==> config.mk <==
export PLATFORM = sky130hd
export DESIGN_NAME = part_own_tracker
export DESIGN_NICKNAME = d
export VERILOG_FILES = /design/src/rtl/part_own_pkg.sv /design/src/rtl/part_own_ctrl.sv /design/src/rtl/part_own_dp.sv /design/src/rtl/part_own_tracker.sv
export SDC_FILE = /design/constraint.sdc
export NUM_CORES = 1
export LEC_CHECK = 0
export BUFFER_PORTS_ARGS = -buffer_cell sky130_fd_sc_hd__buf_2
export CAP_MARGIN = 10
export CORE_MARGIN = 5
export CORE_UTILIZATION = 45
export CTS_CLUSTER_SIZE = 40
export DETAILED_ROUTE_END_ITERATION = 16
export SLEW_MARGIN = 20
export SYNTH_ARGS = -nofsm -noshare
export SYNTH_HDL_FRONTEND = slang
export SYNTH_SLANG_ARGS = --single-unit
==> constraint.sdc <==
create_clock -name clk -period 5.7 [get_ports clk]
set_input_delay 1.14 -clock clk [delete_from_list [all_inputs] [get_ports clk]]
set_output_delay 1.14 -clock clk [all_outputs]
set_load 0.01 [all_outputs]
==> src/rtl/part_own_pkg.sv <==
package part_own_pkg;

  typedef enum logic [1:0] {
    OP_CLAIM  = 2'd0,
    OP_ENGAGE = 2'd1,
    OP_NARROW = 2'd2,
    OP_FREE   = 2'd3
  } op_e;

  typedef enum logic [1:0] {
    RES_OK       = 2'd0,
    RES_DENIED   = 2'd1,
    RES_UNUSABLE = 2'd2
  } res_e;

  localparam logic [1:0] CODE_FREE     = 2'd0;
  localparam logic [1:0] CODE_UNUSABLE = 2'd1;
  localparam logic [1:0] CODE_OTHER    = 2'd2;
  localparam logic [1:0] CODE_SELF     = 2'd3;

  localparam logic [31:0] PERM_KEEP_MASK = 32'hD000_0F67;
  localparam int          KEEP_ON_FAIL   = 28;

  // strobes from control to the per-partition state
  typedef struct packed {
    logic claim;
    logic engage;
    logic narrow;
    logic freeUp;
    logic wipe;
  } strobe_t;

endpackage

==> src/rtl/part_own_ctrl.sv <==
module part_own_ctrl
  import part_own_pkg::*;
#(
  parameter int NUM_PART   = 16,
  parameter int NUM_USABLE = 12,
  parameter int MID_W      = 4,
  parameter int PART_W     = $clog2(NUM_PART)
) (
  input  logic                            clk,
  input  logic                            rstN,
  input  logic                            reqValid,
  input  logic [1:0]                      reqOp,
  input  logic [PART_W-1:0]               reqPart,
  input  logic [MID_W-1:0]                reqMaster,
  input  logic                            failEvent,
  input  logic [NUM_PART-1:0]             ownValid,
  input  logic [NUM_PART-1:0][MID_W-1:0]  ownId,
  input  logic [NUM_PART-1:0]             engaged,
  output strobe_t                         strobes,
  output logic                            rspValid,
  output logic [1:0]                      rspCode
);

  logic inRange;
  logic isOwner;
  res_e verdict;

  assign inRange = (int'(reqPart) < NUM_USABLE);
  assign isOwner = ownValid[reqPart] && (ownId[reqPart] == reqMaster);

  always_comb begin
    strobes = '0;
    verdict = RES_DENIED;
    if (failEvent) begin
      strobes.wipe = 1'b1;
    end else if (reqValid) begin
      if (!inRange) begin
        verdict = RES_UNUSABLE;
      end else begin
        unique case (op_e'(reqOp))
          OP_CLAIM: if (!ownValid[reqPart]) begin
            strobes.claim = 1'b1;
            verdict = RES_OK;
          end
          OP_ENGAGE: if (isOwner && !engaged[reqPart]) begin
            strobes.engage = 1'b1;
            verdict = RES_OK;
          end
          OP_NARROW: if (isOwner && engaged[reqPart]) begin
            strobes.narrow = 1'b1;
            verdict = RES_OK;
          end
          OP_FREE: if (isOwner) begin
            strobes.freeUp = 1'b1;
            verdict = RES_OK;
          end
          default: verdict = RES_DENIED;
        endcase
      end
    end
  end

  always_ff @(posedge clk) begin
    if (!rstN) begin
      rspValid <= 1'b0;
      rspCode  <= RES_OK;
    end else begin
      rspValid <= reqValid;
      rspCode  <= verdict;
    end
  end

  // every request is answered on the next cycle
  a_r9_one_response: assert property (@(posedge clk) disable iff (!rstN)
    reqValid |=> rspValid);
  a_r9_no_spurious: assert property (@(posedge clk) disable iff (!rstN)
    !reqValid |=> !rspValid);
  // out-of-range partitions are reported unusable
  a_r8_unusable: assert property (@(posedge clk) disable iff (!rstN)
    (reqValid && !failEvent && !inRange) |=> (rspCode == RES_UNUSABLE));
  // a second engage of an engaged partition is refused
  a_r4_engage_twice: assert property (@(posedge clk) disable iff (!rstN)
    (reqValid && inRange && reqOp == OP_ENGAGE && engaged[reqPart]) |=> (rspCode == RES_DENIED));
  // a request colliding with a fail pulse is refused
  a_r7_fail_denies: assert property (@(posedge clk) disable iff (!rstN)
    (reqValid && failEvent) |=> (rspCode == RES_DENIED));

endmodule

==> src/rtl/part_own_dp.sv <==
module part_own_dp
  import part_own_pkg::*;
#(
  parameter int NUM_PART   = 16,
  parameter int NUM_USABLE = 12,
  parameter int MID_W      = 4,
  parameter int PART_W     = $clog2(NUM_PART)
) (
  input  logic                            clk,
  input  logic                            rstN,
  input  strobe_t                         strobes,
  input  logic [PART_W-1:0]               reqPart,
  input  logic [MID_W-1:0]                reqMaster,
  input  logic [31:0]                     reqPerm,
  input  logic [MID_W-1:0]                viewMaster,
  input  logic [PART_W-1:0]               permSel,
  output logic [NUM_PART-1:0]             ownValid,
  output logic [NUM_PART-1:0][MID_W-1:0]  ownId,
  output logic [NUM_PART-1:0]             engaged,
  output logic [2*NUM_PART-1:0]           ownerWord,
  output logic [NUM_PART-1:0]             engagedWord,
  output logic [31:0]                     permOut
);

  logic             ownValidQ [NUM_PART];
  logic [MID_W-1:0] ownIdQ    [NUM_PART];
  logic             engQ      [NUM_PART];
  logic [31:0]      permQ     [NUM_PART];
  logic [31:0]      maskedPerm;

  assign maskedPerm = reqPerm & PERM_KEEP_MASK;

  for (genvar i = 0; i < NUM_PART; i++) begin : g_slot
    if (i < NUM_USABLE) begin : g_live
      logic hit;
      assign hit = (int'(reqPart) == i);

      always_ff @(posedge clk) begin
        if (!rstN) begin
          ownValidQ[i] <= 1'b0;
          ownIdQ[i]    <= '0;
          engQ[i]      <= 1'b0;
          permQ[i]     <= '0;
        end else if (strobes.wipe) begin
          if (!permQ[i][KEEP_ON_FAIL]) begin
            ownValidQ[i] <= 1'b0;
            ownIdQ[i]    <= '0;
            engQ[i]      <= 1'b0;
            permQ[i]     <= '0;
          end
        end else if (hit) begin
          if (strobes.claim) begin
            ownValidQ[i] <= 1'b1;
            ownIdQ[i]    <= reqMaster;
            engQ[i]      <= 1'b0;
            permQ[i]     <= '0;
          end else if (strobes.engage) begin
            engQ[i]      <= 1'b1;
            permQ[i]     <= maskedPerm;
          end else if (strobes.narrow) begin
            permQ[i]     <= permQ[i] & maskedPerm;
          end else if (strobes.freeUp) begin
            ownValidQ[i] <= 1'b0;
            ownIdQ[i]    <= '0;
            engQ[i]      <= 1'b0;
            permQ[i]     <= '0;
          end
        end
      end

      assign ownerWord[2*i +: 2] = !ownValidQ[i]             ? CODE_FREE :
                                   (ownIdQ[i] == viewMaster) ? CODE_SELF : CODE_OTHER;

      // an engaged partition always has an owner
      a_r2_engaged_owned: assert property (@(posedge clk) disable iff (!rstN)
        engQ[i] |-> ownValidQ[i]);
      // rights never gain a bit while the engagement lasts
      a_r5_no_widen: assert property (@(posedge clk) disable iff (!rstN)
        (engQ[i] && $past(engQ[i])) |-> ((permQ[i] & ~$past(permQ[i])) == 32'd0));
      // a fail pulse frees partitions without the keep-on-fail right
      a_r7_wipe_frees: assert property (@(posedge clk) disable iff (!rstN)
        (strobes.wipe && !permQ[i][KEEP_ON_FAIL]) |=> !ownValidQ[i]);
      // a fail pulse spares partitions holding the keep-on-fail right
      a_r7_keep_stays: assert property (@(posedge clk) disable iff (!rstN)
        (strobes.wipe && permQ[i][KEEP_ON_FAIL]) |=> $stable(permQ[i]));
    end else begin : g_dead
      assign ownValidQ[i] = 1'b0;
      assign ownIdQ[i]    = '0;
      assign engQ[i]      = 1'b0;
      assign permQ[i]     = '0;
      assign ownerWord[2*i +: 2] = CODE_UNUSABLE;
    end

    assign ownValid[i]    = ownValidQ[i];
    assign ownId[i]       = ownIdQ[i];
    assign engaged[i]     = engQ[i];
    assign engagedWord[i] = engQ[i];
  end

  assign permOut = permQ[permSel];

endmodule

==> src/rtl/part_own_tracker.sv <==
module part_own_tracker
  import part_own_pkg::*;
#(
  parameter int NUM_PART   = 16,
  parameter int NUM_USABLE = 12,
  parameter int MID_W      = 4,
  localparam int PART_W    = $clog2(NUM_PART)
) (
  input  logic                    clk,
  input  logic                    rstN,
  input  logic                    reqValid,
  input  logic [1:0]              reqOp,
  input  logic [PART_W-1:0]       reqPart,
  input  logic [MID_W-1:0]        reqMaster,
  input  logic [31:0]             reqPerm,
  input  logic                    failEvent,
  input  logic [MID_W-1:0]        viewMaster,
  input  logic [PART_W-1:0]       permSel,
  output logic                    rspValid,
  output logic [1:0]              rspCode,
  output logic [2*NUM_PART-1:0]   ownerWord,
  output logic [NUM_PART-1:0]     engagedWord,
  output logic [31:0]             permOut
);

  strobe_t                        strobes;
  logic [NUM_PART-1:0]            ownValid;
  logic [NUM_PART-1:0][MID_W-1:0] ownId;
  logic [NUM_PART-1:0]            engaged;

  part_own_ctrl #(
    .NUM_PART(NUM_PART), .NUM_USABLE(NUM_USABLE), .MID_W(MID_W), .PART_W(PART_W)
  ) u_ctrl (
    .clk(clk), .rstN(rstN), .reqValid(reqValid), .reqOp(reqOp), .reqPart(reqPart),
    .reqMaster(reqMaster), .failEvent(failEvent), .ownValid(ownValid), .ownId(ownId),
    .engaged(engaged), .strobes(strobes), .rspValid(rspValid), .rspCode(rspCode)
  );

  part_own_dp #(
    .NUM_PART(NUM_PART), .NUM_USABLE(NUM_USABLE), .MID_W(MID_W), .PART_W(PART_W)
  ) u_dp (
    .clk(clk), .rstN(rstN), .strobes(strobes), .reqPart(reqPart), .reqMaster(reqMaster),
    .reqPerm(reqPerm), .viewMaster(viewMaster), .permSel(permSel), .ownValid(ownValid),
    .ownId(ownId), .engaged(engaged), .ownerWord(ownerWord), .engagedWord(engagedWord),
    .permOut(permOut)
  );

endmodule

==> out/qor.yml <==
critical_path:
  reg2reg_from: "u_dp.ownId[23]"
  cp-start-kind: "input pin"
  worstReg2RegEnd: "u_dp.permQ[350]"
  r2r_setup_slack_ns: 2.42
  crit_required_ns: 4.56
  startpoint: "permSel[1]"
  crit_end: "permOut[2]"
  path_common_cell: "buf_2"
  crit_arrival_ns: 3.04
  max_stage_delay_ns: 0.59
  crit_chain: "buf_2 > buf_4 > mux4_2 > mux2i_1 > o22ai_1 > buf_2"
  end_kind: "output pin"
  ff2ff_path_depth: 9
  crit_type: "input pin to output pin"
  cpMaxStageDelayCell: "buf_2"
  critical_path.max_fanout: 24
synth:
  synthesis.area_um2: 10600
  ys_seq_elements: 219
  syn_avg_cell_area_um2: 10.5
  synth_top_cell_area_share: 0.413
  post-synth-top-count-cell: "dfxtp_1"
  synth_warnings: 0
  synth_cells: 1013
  synthDistinctLibCells: 47
  yosys.area.top_type: "dfxtp_1"
  synth.area.top_cells: "dfxtp_1, mux4_2, o221a_2"
  synth_top_flop_cell: "dfxtp_1"
  synthArstFlopShare: 0
  synth_common_cells: "dfxtp_1, nand2_1, o221a_2, clkbuf_1, o22ai_1"
  ys_seq_area_frac: 0.413
  synth_edf_count: 0
clock_tree:
  post_cts_buffers: 0
  clkTransAtPathRegs_ns: 0.06
  post_cts_resized: 0
  clock_latency_ns: 0.53
  htreeDepth: 1
  cts_tree: "built"
  cts_buffers: 25
  cts_root_buf: "clkbuf_16"
  clock_path_buffers: 3
  cts_sinks: 219
  hold_buffers: 0
global_routing:
  grt_usage: 0.229
  grt_pass1_vias: 8229
  antenna_found_initial: 0
  grt_max_degree: 103
  grt_overflow: 0
  grt_pass1_wl_mm: 48.4
job:
  cap_viol_max_count: 0
floorplan:
  ios: 137
  core_um2: 23300
  rows: 56
  fp.dieW_um: 164
  dieArea_um2: 26700
  start_util: 0.454
  die_h_um: 164
sta:
  tightest_slew_ns: 1.03
  slew_viol_final: 0
  setup_viol: 0
  max_freq_ghz: 0.239
  slew_headroom: 0.311
  min_period_ns: 4.18
  setup_slack_ns: 1.52
  clock_skew_ns: 0.0125
  hold_violations: 0
  rsz0062_at_grt: "false"
  fin_crit_sh: 0.733
  fin_setup_tns_ns: 0
detailed_routing:
  vias_per_cell: 6.06
  drcViolationCount: 0
  drt-initial-drc-count: 788
  wirelength_mm: 31.4
  postRouteAntennaNets: 0
  vias: 8375
  firstDrtPassIters: 5
  wl_per_cell_um: 22.8
cells_and_area:
  multiInputGateArea_um2: 5550
  area_delta_synth_final_pct: 12.2
  seq_area_um2: 4380
  antennaDiodeCount: 0
  drive_gt1_frac: 0.298
  nets: 1099
  fillers: 2171
  finish.instance_area_um2: 11900
placed_design:
  gp_congestion: 0.832
  placed_cell_area_um2: 11100
  port_buffers: 84
  pre_cts_ws_ns: 1.03
  hpwl_mm: 20.4
min_path:
  hp-class: "register to register"
power:
  total_power_w: 0.00338
  ir_drop_mv: 0.199
  powerDensity_nw_per_um2: 284
  power_leakage_nw: 4.75
status:
  outcome: "finished, final reports clean"
## per-stage QoR
step           instances  utilization  hold slack [ns]
5_1_grt             1381        0.510            0.496
4_1_cts             1381        0.510            0.483
6_report            1381        0.510            0.480
3_3_place_gp        1337        0.476            0.467
3_5_place_dp        1337        0.476            0.474
2_1_floorplan       1043            -            0.455
## registers in the layout (all words and copies together), names as in the netlist
name and flops:
u_dp.engaged 12, u_ctrl.rspValid 1, u_dp.ownValid 12, u_dp.ownId 48
u_dp.permQ 144, u_ctrl.rspCode 2
## placed cells by master, fill, tap and decap left out, types with 3 or more instances in the layout
master	count
a21oi_2	6
xor2_1	36
o311a_1	6
a21o_1	12
mux4_2	48
o221a_2	89
nand2b_1	18
nor2_4	4
clkinv_2	5
nor2b_1	11
nor3_1	14
a31oi_1	3
o22ai_1	72
o21ai_0	18
nand3b_1	5
nor4_2	3
a22oi_1	3
nor2_1	30
inv_1	22
buf_4	34
a21boi_2	4
clkbuf_1	7
o221a_1	43
clkbuf_16	25
a21oi_1	19
buf_2	83
conb_1	32
nand2_1	92
nand3_1	6
clkbuf_8	5
dfxtp_1	219
mux2i_1	27
xnor2_1	16
nor4_1	16
## worst min-delay path by stage
stage / from / endpoint / slack (ns) / cells after the start
global placement: u_dp.ownId[4] / u_dp.ownId[4] / 0.47 / 2
global route: u_dp.ownId[31] / u_dp.ownId[31] / 0.50 / 2
detailed placement: u_dp.ownId[31] / u_dp.ownId[31] / 0.47 / 2
finish: u_dp.engaged[0] / u_dp.engaged[0] / 0.48 / 2
floorplan: u_dp.ownId[26] / u_dp.ownId[26] / 0.46 / 2
CTS: u_dp.ownId[31] / u_dp.ownId[31] / 0.48 / 2
## power breakdown
part | internal, W | switching (W)
clock | 0.000920 | 0.000643
sequential | 0.00154 | 0.00000490
combinational | 0.0000754 | 0.000200
## critical path: cells and delay by family
family                 cells  cell delay (ns)
AO/OA/AOI/OAI              1             0.10
buffers and inverters      3             1.10
multiplexers               2             0.68
## routing by layer
metal	vias up	track usage	wire [um]
met5	-	0	0
met3	52	0.0399	1910
met1	4193	0.331	14500
met2	267	0.357	14400
met4	0	0.0579	661
li1	3863	-	-
## kinds of logic (layout without fill, tap and decap cells)
family,after synthesis,after routing,share of synthesized area
simple gates,210,210,0.0969
xor+xnor,52,52,0.0429
flops,219,219,0.413
mux,79,79,0.135
compound gates,285,285,0.231
other cells,2,32,0.000708
buf+inv,166,185,0.0805
## layout make-up
| cell class | count | share of cell area |
|---|---|---|
| clock buffer | 37 | 0.0606 |
| timing repair buffer | 118 | 0.0573 |
| sequential | 219 | 0.368 |
| clock inverter | 7 | 0.00631 |
| inverter | 23 | 0.00725 |
| tap | 319 | 0.0335 |
| multi-input combinational | 658 | 0.467 |
No activity file was read; power rests on OpenSTA's default activity.
